## src/rtl/vkey_pkg.sv

```systemverilog
package vkey_pkg;
  localparam int IR_W = 10;

  typedef enum logic [3:0] {
    ST_TLR, ST_RTI, ST_SEL_DR, ST_CAP_DR, ST_SHIFT_DR, ST_EXIT1_DR, ST_PAUSE_DR, ST_EXIT2_DR,
    ST_UPD_DR, ST_SEL_IR, ST_CAP_IR, ST_SHIFT_IR, ST_EXIT1_IR, ST_PAUSE_IR, ST_EXIT2_IR, ST_UPD_IR
  } tap_state_e;

  typedef enum logic [2:0] {
    I_BYPASS, I_SAMPLE, I_EXTEST, I_IDCODE, I_CFGINT, I_UNLOCK, I_KEYPROG, I_CLRV
  } instr_e;

  localparam logic [IR_W-1:0] OP_BYPASS  = 10'b11_1111_1111;
  localparam logic [IR_W-1:0] OP_SAMPLE  = 10'b00_0000_0101;
  localparam logic [IR_W-1:0] OP_EXTEST  = 10'b00_0000_1111;
  localparam logic [IR_W-1:0] OP_IDCODE  = 10'b00_0000_0110;
  localparam logic [IR_W-1:0] OP_CFGINT  = 10'b00_0000_1101;
  localparam logic [IR_W-1:0] OP_UNLOCK  = 10'b10_1000_0001;
  localparam logic [IR_W-1:0] OP_KEYPROG = 10'b01_1010_1101;
  localparam logic [IR_W-1:0] OP_CLRV    = 10'b00_0010_1001;

  function automatic instr_e op_decode(input logic [IR_W-1:0] op);
    case (op)
      OP_SAMPLE:  return I_SAMPLE;
      OP_EXTEST:  return I_EXTEST;
      OP_IDCODE:  return I_IDCODE;
      OP_CFGINT:  return I_CFGINT;
      OP_UNLOCK:  return I_UNLOCK;
      OP_KEYPROG: return I_KEYPROG;
      OP_CLRV:    return I_CLRV;
      default:    return I_BYPASS;
    endcase
  endfunction
endpackage

```

## src/rtl/vkey_tap_fsm.sv

```systemverilog
module vkey_tap_fsm
  import vkey_pkg::*;
(
  input  logic       tck_i,
  input  logic       rst_ni,
  input  logic       tms_i,
  output tap_state_e state_o
);
  tap_state_e state_q, state_d;

  always_comb begin
    state_d = state_q;
    case (state_q)
      ST_TLR:      state_d = tms_i ? ST_TLR      : ST_RTI;
      ST_RTI:      state_d = tms_i ? ST_SEL_DR   : ST_RTI;
      ST_SEL_DR:   state_d = tms_i ? ST_SEL_IR   : ST_CAP_DR;
      ST_CAP_DR:   state_d = tms_i ? ST_EXIT1_DR : ST_SHIFT_DR;
      ST_SHIFT_DR: state_d = tms_i ? ST_EXIT1_DR : ST_SHIFT_DR;
      ST_EXIT1_DR: state_d = tms_i ? ST_UPD_DR   : ST_PAUSE_DR;
      ST_PAUSE_DR: state_d = tms_i ? ST_EXIT2_DR : ST_PAUSE_DR;
      ST_EXIT2_DR: state_d = tms_i ? ST_UPD_DR   : ST_SHIFT_DR;
      ST_UPD_DR:   state_d = tms_i ? ST_SEL_DR   : ST_RTI;
      ST_SEL_IR:   state_d = tms_i ? ST_TLR      : ST_CAP_IR;
      ST_CAP_IR:   state_d = tms_i ? ST_EXIT1_IR : ST_SHIFT_IR;
      ST_SHIFT_IR: state_d = tms_i ? ST_EXIT1_IR : ST_SHIFT_IR;
      ST_EXIT1_IR: state_d = tms_i ? ST_UPD_IR   : ST_PAUSE_IR;
      ST_PAUSE_IR: state_d = tms_i ? ST_EXIT2_IR : ST_PAUSE_IR;
      ST_EXIT2_IR: state_d = tms_i ? ST_UPD_IR   : ST_SHIFT_IR;
      ST_UPD_IR:   state_d = tms_i ? ST_SEL_DR   : ST_RTI;
      default:     state_d = ST_TLR;
    endcase
  end

  always_ff @(posedge tck_i or negedge rst_ni) begin
    if (!rst_ni) state_q <= ST_TLR;
    else         state_q <= state_d;
  end

  assign state_o = state_q;
endmodule

```

## src/rtl/vkey_tap_ir.sv

```systemverilog
module vkey_tap_ir
  import vkey_pkg::*;
(
  input  logic       tck_i,
  input  logic       rst_ni,
  input  tap_state_e state_i,
  input  logic       tdi_i,
  input  logic       cfg_busy_i,
  output logic       ir_tdo_o,
  output instr_e     instr_o,
  output logic       unlocked_o,
  output logic       cfg_clear_o
);
  logic [IR_W-1:0] ir_sr;
  instr_e          instr_q, kind, grant;
  logic            unlocked_q, cfg_intr_q, clear_q;
  logic            open_lock, open_cfg, upd;

  // Gate on lock and configuration status at the moment the opcode is committed
  always_comb begin
    kind      = op_decode(ir_sr);
    open_lock = unlocked_q ||
                (kind inside {I_BYPASS, I_SAMPLE, I_EXTEST, I_IDCODE, I_UNLOCK, I_CFGINT});
    open_cfg  = !cfg_busy_i || cfg_intr_q ||
                (kind inside {I_BYPASS, I_SAMPLE, I_IDCODE, I_CFGINT});
    grant     = (open_lock && open_cfg) ? kind : I_BYPASS;
    upd       = (state_i == ST_UPD_IR);
  end

  always_ff @(posedge tck_i or negedge rst_ni) begin
    if (!rst_ni) begin
      ir_sr      <= '0;
      instr_q    <= I_IDCODE;
      unlocked_q <= 1'b0;
      cfg_intr_q <= 1'b0;
      clear_q    <= 1'b0;
    end else begin
      clear_q <= upd && (grant == I_UNLOCK);
      case (state_i)
        ST_CAP_IR:   ir_sr <= {{(IR_W-2){1'b0}}, 2'b01};
        ST_SHIFT_IR: ir_sr <= {tdi_i, ir_sr[IR_W-1:1]};
        default:     ;
      endcase
      if (state_i == ST_TLR) instr_q <= I_IDCODE;
      else if (upd)          instr_q <= grant;
      if (upd && grant == I_UNLOCK) unlocked_q <= 1'b1;
      if (upd && grant == I_CFGINT) cfg_intr_q <= 1'b1;
    end
  end

  assign ir_tdo_o    = ir_sr[0];
  assign instr_o     = instr_q;
  assign unlocked_o  = unlocked_q;
  assign cfg_clear_o = clear_q;
endmodule

```

## src/rtl/vkey_store.sv

```systemverilog
module vkey_store
  import vkey_pkg::*;
#(
  parameter int KEY_W    = 512,
  parameter int CLR_HOLD = 10
) (
  input  logic             tck_i,
  input  logic             rst_ni,
  input  tap_state_e       state_i,
  input  instr_e           instr_i,
  input  logic             tdi_i,
  input  logic             erase_i,
  output logic [KEY_W-1:0] key_o,
  output logic             valid_o
);
  localparam int CNT_W = $clog2(CLR_HOLD + 1);

  logic [KEY_W-1:0] key_sr, key_q;
  logic [CNT_W-1:0] hold_q;
  logic             valid_q, is_prog, is_clr;

  assign is_prog = (instr_i == I_KEYPROG);
  assign is_clr  = (instr_i == I_CLRV);

  // Consecutive edges with invalidate active, saturating
  always_ff @(posedge tck_i or negedge rst_ni) begin
    if (!rst_ni)                        hold_q <= '0;
    else if (!is_clr)                   hold_q <= '0;
    else if (hold_q != CNT_W'(CLR_HOLD)) hold_q <= hold_q + 1'b1;
  end

  always_ff @(posedge tck_i or negedge rst_ni) begin
    if (!rst_ni) begin
      key_sr  <= '0;
      key_q   <= '0;
      valid_q <= 1'b0;
    end else if (erase_i) begin
      key_sr  <= '0;
      key_q   <= '0;
      valid_q <= 1'b0;
    end else begin
      if (is_prog && state_i == ST_SHIFT_DR) key_sr <= {tdi_i, key_sr[KEY_W-1:1]};
      if (is_clr && hold_q == CNT_W'(CLR_HOLD - 1)) begin
        valid_q <= 1'b0;
      end else if (is_prog && state_i == ST_UPD_DR && !valid_q) begin
        key_q   <= key_sr;
        valid_q <= 1'b1;
      end
    end
  end

  assign key_o   = key_q;
  assign valid_o = valid_q;
endmodule

```

## src/rtl/vkey_tap.sv

```systemverilog
module vkey_tap
  import vkey_pkg::*;
#(
  parameter int          KEY_W    = 512,
  parameter int          CLR_HOLD = 10,
  parameter logic [31:0] ID_VALUE = 32'h1A2B_C0DD
) (
  input  logic             tck_i,
  input  logic             rst_ni,
  input  logic             tms_i,
  input  logic             tdi_i,
  input  logic             cfg_busy_i,
  output logic             tdo_o,
  output logic [KEY_W-1:0] key_o,
  output logic             key_valid_o,
  output logic             cfg_clear_o
);
  localparam int ID_W = $bits(ID_VALUE);

  tap_state_e      tap_state;
  instr_e          instr;
  logic            unlocked, ir_tdo, byp_q;
  logic [ID_W-1:0] id_sr;

  vkey_tap_fsm u_fsm (
    .tck_i  (tck_i),
    .rst_ni (rst_ni),
    .tms_i  (tms_i),
    .state_o(tap_state)
  );

  vkey_tap_ir u_ir (
    .tck_i      (tck_i),
    .rst_ni     (rst_ni),
    .state_i    (tap_state),
    .tdi_i      (tdi_i),
    .cfg_busy_i (cfg_busy_i),
    .ir_tdo_o   (ir_tdo),
    .instr_o    (instr),
    .unlocked_o (unlocked),
    .cfg_clear_o(cfg_clear_o)
  );

  vkey_store #(
    .KEY_W   (KEY_W),
    .CLR_HOLD(CLR_HOLD)
  ) u_store (
    .tck_i  (tck_i),
    .rst_ni (rst_ni),
    .state_i(tap_state),
    .instr_i(instr),
    .tdi_i  (tdi_i),
    .erase_i(cfg_clear_o),
    .key_o  (key_o),
    .valid_o(key_valid_o)
  );

  always_ff @(posedge tck_i or negedge rst_ni) begin
    if (!rst_ni) begin
      byp_q <= 1'b0;
      id_sr <= '0;
    end else if (tap_state == ST_CAP_DR) begin
      byp_q <= 1'b0;
      id_sr <= ID_VALUE;
    end else if (tap_state == ST_SHIFT_DR) begin
      byp_q <= tdi_i;
      id_sr <= {tdi_i, id_sr[ID_W-1:1]};
    end
  end

  // Key chain never reaches the serial output
  always_comb begin
    tdo_o = 1'b0;
    if (tap_state == ST_SHIFT_IR) tdo_o = ir_tdo;
    else if (tap_state == ST_SHIFT_DR) begin
      case (instr)
        I_IDCODE:  tdo_o = id_sr[0];
        I_KEYPROG: tdo_o = 1'b0;
        default:   tdo_o = byp_q;
      endcase
    end
  end

  logic unused_unlocked;
  assign unused_unlocked = unlocked;
endmodule

```

## config.mk

```make
export PLATFORM = sky130hd
export DESIGN_NAME = vkey_tap
export DESIGN_NICKNAME = d
export VERILOG_FILES = /design/src/rtl/vkey_pkg.sv /design/src/rtl/vkey_tap_fsm.sv /design/src/rtl/vkey_tap_ir.sv /design/src/rtl/vkey_store.sv /design/src/rtl/vkey_tap.sv
export SDC_FILE = /design/constraint.sdc
export NUM_CORES = 2
export LEC_CHECK = 0
export BUFFER_PORTS_ARGS = -buffer_cell sky130_fd_sc_hd__buf_2
export CORE_MARGIN = 2
export CORE_UTILIZATION = 58
export CTS_CLUSTER_SIZE = 12
export DETAILED_ROUTE_END_ITERATION = 8
export GPL_TIMING_DRIVEN = 1
export HOLD_SLACK_MARGIN = 0.05
export PLACE_DENSITY = 0.8
export SYNTH_ARGS = -nofsm -noshare
export SYNTH_HDL_FRONTEND = slang
export SYNTH_SLANG_ARGS = --single-unit
```

## constraint.sdc

```tcl
create_clock -name tck_i -period 2.3 [get_ports tck_i]
set_input_delay 0.46 -clock tck_i [delete_from_list [all_inputs] [get_ports tck_i]]
set_output_delay 0.46 -clock tck_i [all_outputs]
set_load 0.005 [all_outputs]
```

* Word level (Yosys, flattened, before mapping) *
Index checks and enable logic that the tools add are counted.

storage, ports and cells
  register bits = 1082
  input bits = 5
  output and inout port bits = 515
  word-level logic and storage cells = 110

cells by class
  $add $sub $neg = 1
  equality and inequality tests = 36
  multiplexer cells = 35
  reductions and logical operators = 26

operators by type and width
  operator              number
  $mux 512              5
  $mux 32               2
  $pmux 4 s12           1
  $eq 4x4->1 const B    9
  $mux 4                6
  $pmux 3 s7            1
  $eq 10x3->1 const B   2
  $eq 10x4->1 const B   2
  $pmux 10 s2           1
  $eq 3x3->1 const B    6
  $eq 4x3->1 const B    4
  $mux 3                5
  $eq 10x10->1 const B  1
  $eq 10x6->1 const B   1
  $eq 10x9->1 const B   1
  $mux 1                10
  $reduce_bool 2->1     5
  $eq 3x2->1 const B    3
  $eq 4x2->1 const B    2
  $logic_and 1x1->1     7
  $mux 2                3
  $reduce_bool 6->1     1
  $add 4x1->4 const B   1
  $eq 4x1->1 const B    1
  other kinds (13)      18

* Depth between registers and ports, before layout *
  depth after elaboration = 9
  mapped depth = 9
  depth with buffers taken out = 5

* Hierarchy *
A second synthesis with hierarchy kept.

unflattened totals
  cells, all modules = 3627
  area total of the unflattened synthesis = 46245.6 sq um

by module, submodules not included
  module        times used  cells an instance  area each (sq um)  seq. area each (sq um)
  vkey_store    1           3335               43656.9            25749.7
  vkey_tap      1           149                1348.8             800.8
  vkey_tap_ir   1           106                925.9              402.9
  vkey_tap_fsm  1           37                 314.1              100.1

* Least setup slack after synthesis *
Ideal clock, no wire load.

  path kind = reg-to-reg
  start = reg u_fsm.state_q[3] (netlist: u_fsm.state_o[3])
  end = reg u_store.key_sr[431]
  setup time = 0.136 ns
  arrival time = 1.951 ns
  data required time = 2.164 ns
  setup slack = 0.213 ns
  stages on the path, launching flop included = 10
  path buffers = 5
  period minus slack after synthesis = 2.087 ns
  cell sequence = dfrtp_1 -> clkbuf_1 -> or4b_1 -> clkbuf_1 -> or2_1 -> clkbuf_1 -> buf_2 -> buf_2 -> nand2_1 -> a21oi_1

on the way
  cells in the longest elaborated chain, start to end = 3

RTL lines
  item                                line                text
  start, declared                     vkey_tap_fsm.sv:9   tap_state_e state_q, state_d;
  start signal, assigned              vkey_tap_fsm.sv:36  else state_q <= state_d;
  $eq 4x3->1                          vkey_store.sv:42    if (is_prog && state_i == ST_SHIFT_DR) key_sr <= {tdi_i, key_sr[KEY_W-1:1]};
  $logic_and 1x1->1                   vkey_store.sv:42
  $reduce_bool 2->1 (no source line)  -
  end signal, assigned                vkey_store.sv:42
  end, declared                       vkey_store.sv:18    logic [KEY_W-1:0] key_sr, key_q;

Every way passes these cells.
A chain may end at the register's enable or synchronous reset.

* Worst setup path after layout *
  start = reg u_fsm.state_q[3] (netlist: u_fsm.state_o[3])
  end = out tdo_o

on the way
  cells in the longest elaborated chain, start to end = 3
  elaborated cells between the ends (all ways) = 4
  classes of those cells = eq/ne: 2; mux: 2

RTL lines
  item           line            text
  $eq 4x3->1     vkey_tap.sv:75  else if (tap_state == ST_SHIFT_DR) begin
  $mux 1         vkey_tap.sv:75
  $mux 1 *       vkey_tap.sv:74  if (tap_state == ST_SHIFT_IR) tdo_o = ir_tdo;
  end, declared  vkey_tap.sv:13  output logic tdo_o,

Mark *: on every way between the ends. The rest lies on a longest branch, timed or not.

==> impl_results.md <==
- Status: finished with violations
- Failing checks: negative setup slack
- Setup WS pre-CTS: 126 ps
- H-tree Lvls: 3
- CP endpoint kind: primary output
- Worst-path cell chain: or4b_4 -> buf_12 -> o22ai_4 -> buf_6
- Seq/Total Area, Yosys: 0.633
- Most used DFF post-synth: dfrtp_1
- TritonCTS sink count: around 1100
- Tot Pwr: 38200 uW
- Hold slack: 105 ps
- Post-Route Skew: 23.0 ps
- Gate Count Post-Synth: ~4700
- WP buf/inv: 2
- Largest family of logic cells by synthesized area: simple AND/OR/NAND/NOR gates
- Finished Core Util: 0.687
- Startpoint class of the critical path: register
- Routability cong.: 0.839
- Detail Route Antenna Nets: 0
- Mux cell area share after synthesis: 0
- Flops & latches, synth: 1081
- Reg2reg setup slack: 70 ps
- Worst path max stage delay: 520 ps
- Num rows: 99
- # nets final: 5136
- Post-Synth Simple-Gate Area: 0.192
- Die area: 75900 um^2
- Multi-input gate area: 14100 um^2
- Reg2reg start: u_fsm.state_o[0]$_DFF_PN0_
- Buffers on Ports: slightly above 500
- Final Slew Violations: 0
- Clock transition at the registers of the reported paths: 60 ps
- RSZ-0062 raised after global routing: yes
- Crit path kind: register to primary output
- Async set-or-reset flop fraction in the synthesized netlist: 1.00
- CP Max Fanout: 6
- Leak: 0.0240 uW
- Vias post-DR: 35135
- DP HPWL: 70400 um
- Worst setup margin: -224 ps
- Total of max-cap violations: 0
- ANT cells: 0
- TritonRoute pass-1 iters: 6
- CP max stage cell: or4b_4
- Die outline height: 275 um
- Post-Syn Area: 42700 um^2
- Post-synth EDFFs: 0
- Cts bufs inserted: roughly 110
- Worst setup path start: u_fsm.state_o[3]$_DFF_PN0_
- Post-route clock period utilization: 1.10
- CTS tree: built
- Ys Warns: 0
- Distinct cells, synth: 54
- Core ar.: between 70000 and 80000 um^2
- Congestion Overflow GR: 0
- Ports: 520
- Commonest non-fill, non-tap cell in the layout: nand2_1
- Mapped Nets: 4718
- Fillers: roughly 5500
- Maximum clock path buffer count: 3
- Fin. Hold Viols: 0
- Worst slew margin: 0.552
- Critical path's top delay family: simple AND/OR/NAND/NOR gates
- Root Driver: clkbuf_16
- Initial antenna violation count: 0
- Share of layout cells above drive strength 1: 0.159
- Largest net degree at the start of global routing: 154
- First-pass GRT wire length: 176000 um
- Min-delay src: tdi_i
- Worst slew pin tran: roughly 670 ps
- PwrDens: 762 nW/um^2
- Peak VDD IR: 733 uV
- Dpl cells: slightly below 6000
- Hold/Removal Path Class: primary input to register
- Global-route usage over all layers: 0.285
- Clock Latency Late Sink: 650 ps
- Chip width: 275 um
- Register area: 27100 um^2
- Initial Util: 0.586
- F_max: between 0.3 and 0.4 GHz
- Routed vias/inst: around 5.7
- Complex-gate fraction of the synthesized area: 0.135
- Mean post-synth cell area: 9.08 um^2
- Finish-stage setup viols: 1
- DRC: 0
- Synth Area in Adders: 0.000878
- Vias in the first global route: 33634
- Xor and xnor fraction of the mapped netlist area: 0.00102
- DR iter-0 viols: between 3000 and 4000
- Most frequent cells in the layout: nand2_1, dfrtp_1, a21oi_1
- Worst EP arrival: 2060 ps
- Synth-to-layout area growth: 17.2%
- Shortest period the worst path allows: 2520 ps
- Worst Path Required: 1840 ps
- Finished Layout Cells: 6148
- Avg WL per Cell: 18.0 um
- Post-Route WL: 111000 um
metal layers:
layer / part of all wire / up-vias / track usage
li1: - / 16058 / -
met1: 0.40 / 17481 / 0.388
met2: 0.49 / 1304 / 0.462
met3: 0.059 / 292 / 0.0358
met4: 0.046 / 0 / 0.134
met5: 0 / - / 0
report_power, final:
| group | leakage, uW | internal, uW | switching (uW) |
|---|---|---|---|
| logic | 0.00742 | 776 | 1230 |
| registers | 0.0150 | 19400 | 310 |
| clock network | 0.00159 | 9350 | 7120 |
state kept, by name, summed over array words and instances, names as in the netlist:
register	count
u_ir.instr_o	3
u_store.key_o	512
u_ir.ir_sr	10
u_ir.cfg_clear_o	1
u_store.key_sr	512
u_ir.unlocked_o	1
u_fsm.state_o	4
u_store.valid_o	1
u_store.hold_q	4
id_sr	32
u_ir.cfg_intr_q	1
logic make-up (layout without fill, tap and decap cells):
family | after synthesis | count (layout)
buffers and inverters | 369 | 848
adders and majority gates | 3 | 3
AOI/OAI and AO/OA | 1110 | 1110
xor gates and xnor gates | 5 | 5
and+or+nand+nor | 2142 | 2142
DFF | 1081 | 1081
cell usage after synthesis, drive strengths merged, types with 3 or more instances:
library cell	instances	area share
nand3b	4	0.00070
nor2	12	0.0011
dfrtp	1079	0.63
nor2b	5	0.00073
nor4bb	3	0.00070
a21oi	1030	0.12
o21ai	21	0.0025
nor3	6	0.00070
a22o	17	0.0035
xnor2	3	0.00061
nand2	2080	0.18
or2	3	0.00044
clkbuf	148	0.013
a22oi	6	0.0011
o22a	13	0.0027
ha	3	0.00088
inv	7	0.00061
and3	3	0.00044
or4b	4	0.0010
nand3	7	0.00082
buf	214	0.025
nand2b	6	0.00088
worst reg2reg max path, cell delays in order (launching register included):
cell	delay (ps)
dfrtp_1	380
buf_4	140
or2_1	310
or4_4	560
buf_12	190
buf_12	260
nand2_1	160
a21oi_1	90
metrics by stage:
step / TNS [ps] / area (um^2)
after floorplan: 0 / 42700
after global placement: 0 / 46700
after detailed placement: 0 / 46700
after CTS: -252 / 50000
after global routing: -295 / 50100
final: -224 / 50100
final cells by class:
cell class,instances,area share
Clock buffer,156,0.0618
Inverter,7,0.000524
Timing Repair Buffer,670,0.0896
Sequential cell,1081,0.540
Multi-Input combinational cell,3260,0.281
Clock inverter,15,0.00300
Tap cell,959,0.0240
what timing repair did:
action,4_1_cts,5_1_grt
setup endpoints to repair,1,67
gates cloned,0,2
gates resized for setup,7,7
hold buffers,1,0
pin swaps,2,1
setup buffers,4,2
hold endpoints to repair,22,0
final timing paths:
check | end | depth (start not counted)
max | tdo_o | 4
min | u_store.key_sr[511]$_DFFE_PN0P_ | 3
max reg2reg | u_store.key_o[229]$_DFFE_PN0P_ | 7
min reg2reg | u_ir.cfg_intr_q$_DFFE_PN0P_ | 2
max in group asynchronous | u_store.key_o[292]$_DFFE_PN0P_ | 3
min in group asynchronous | u_store.key_sr[58]$_DFFE_PN0P_ | 2
Power figures use the tool's default switching activity.
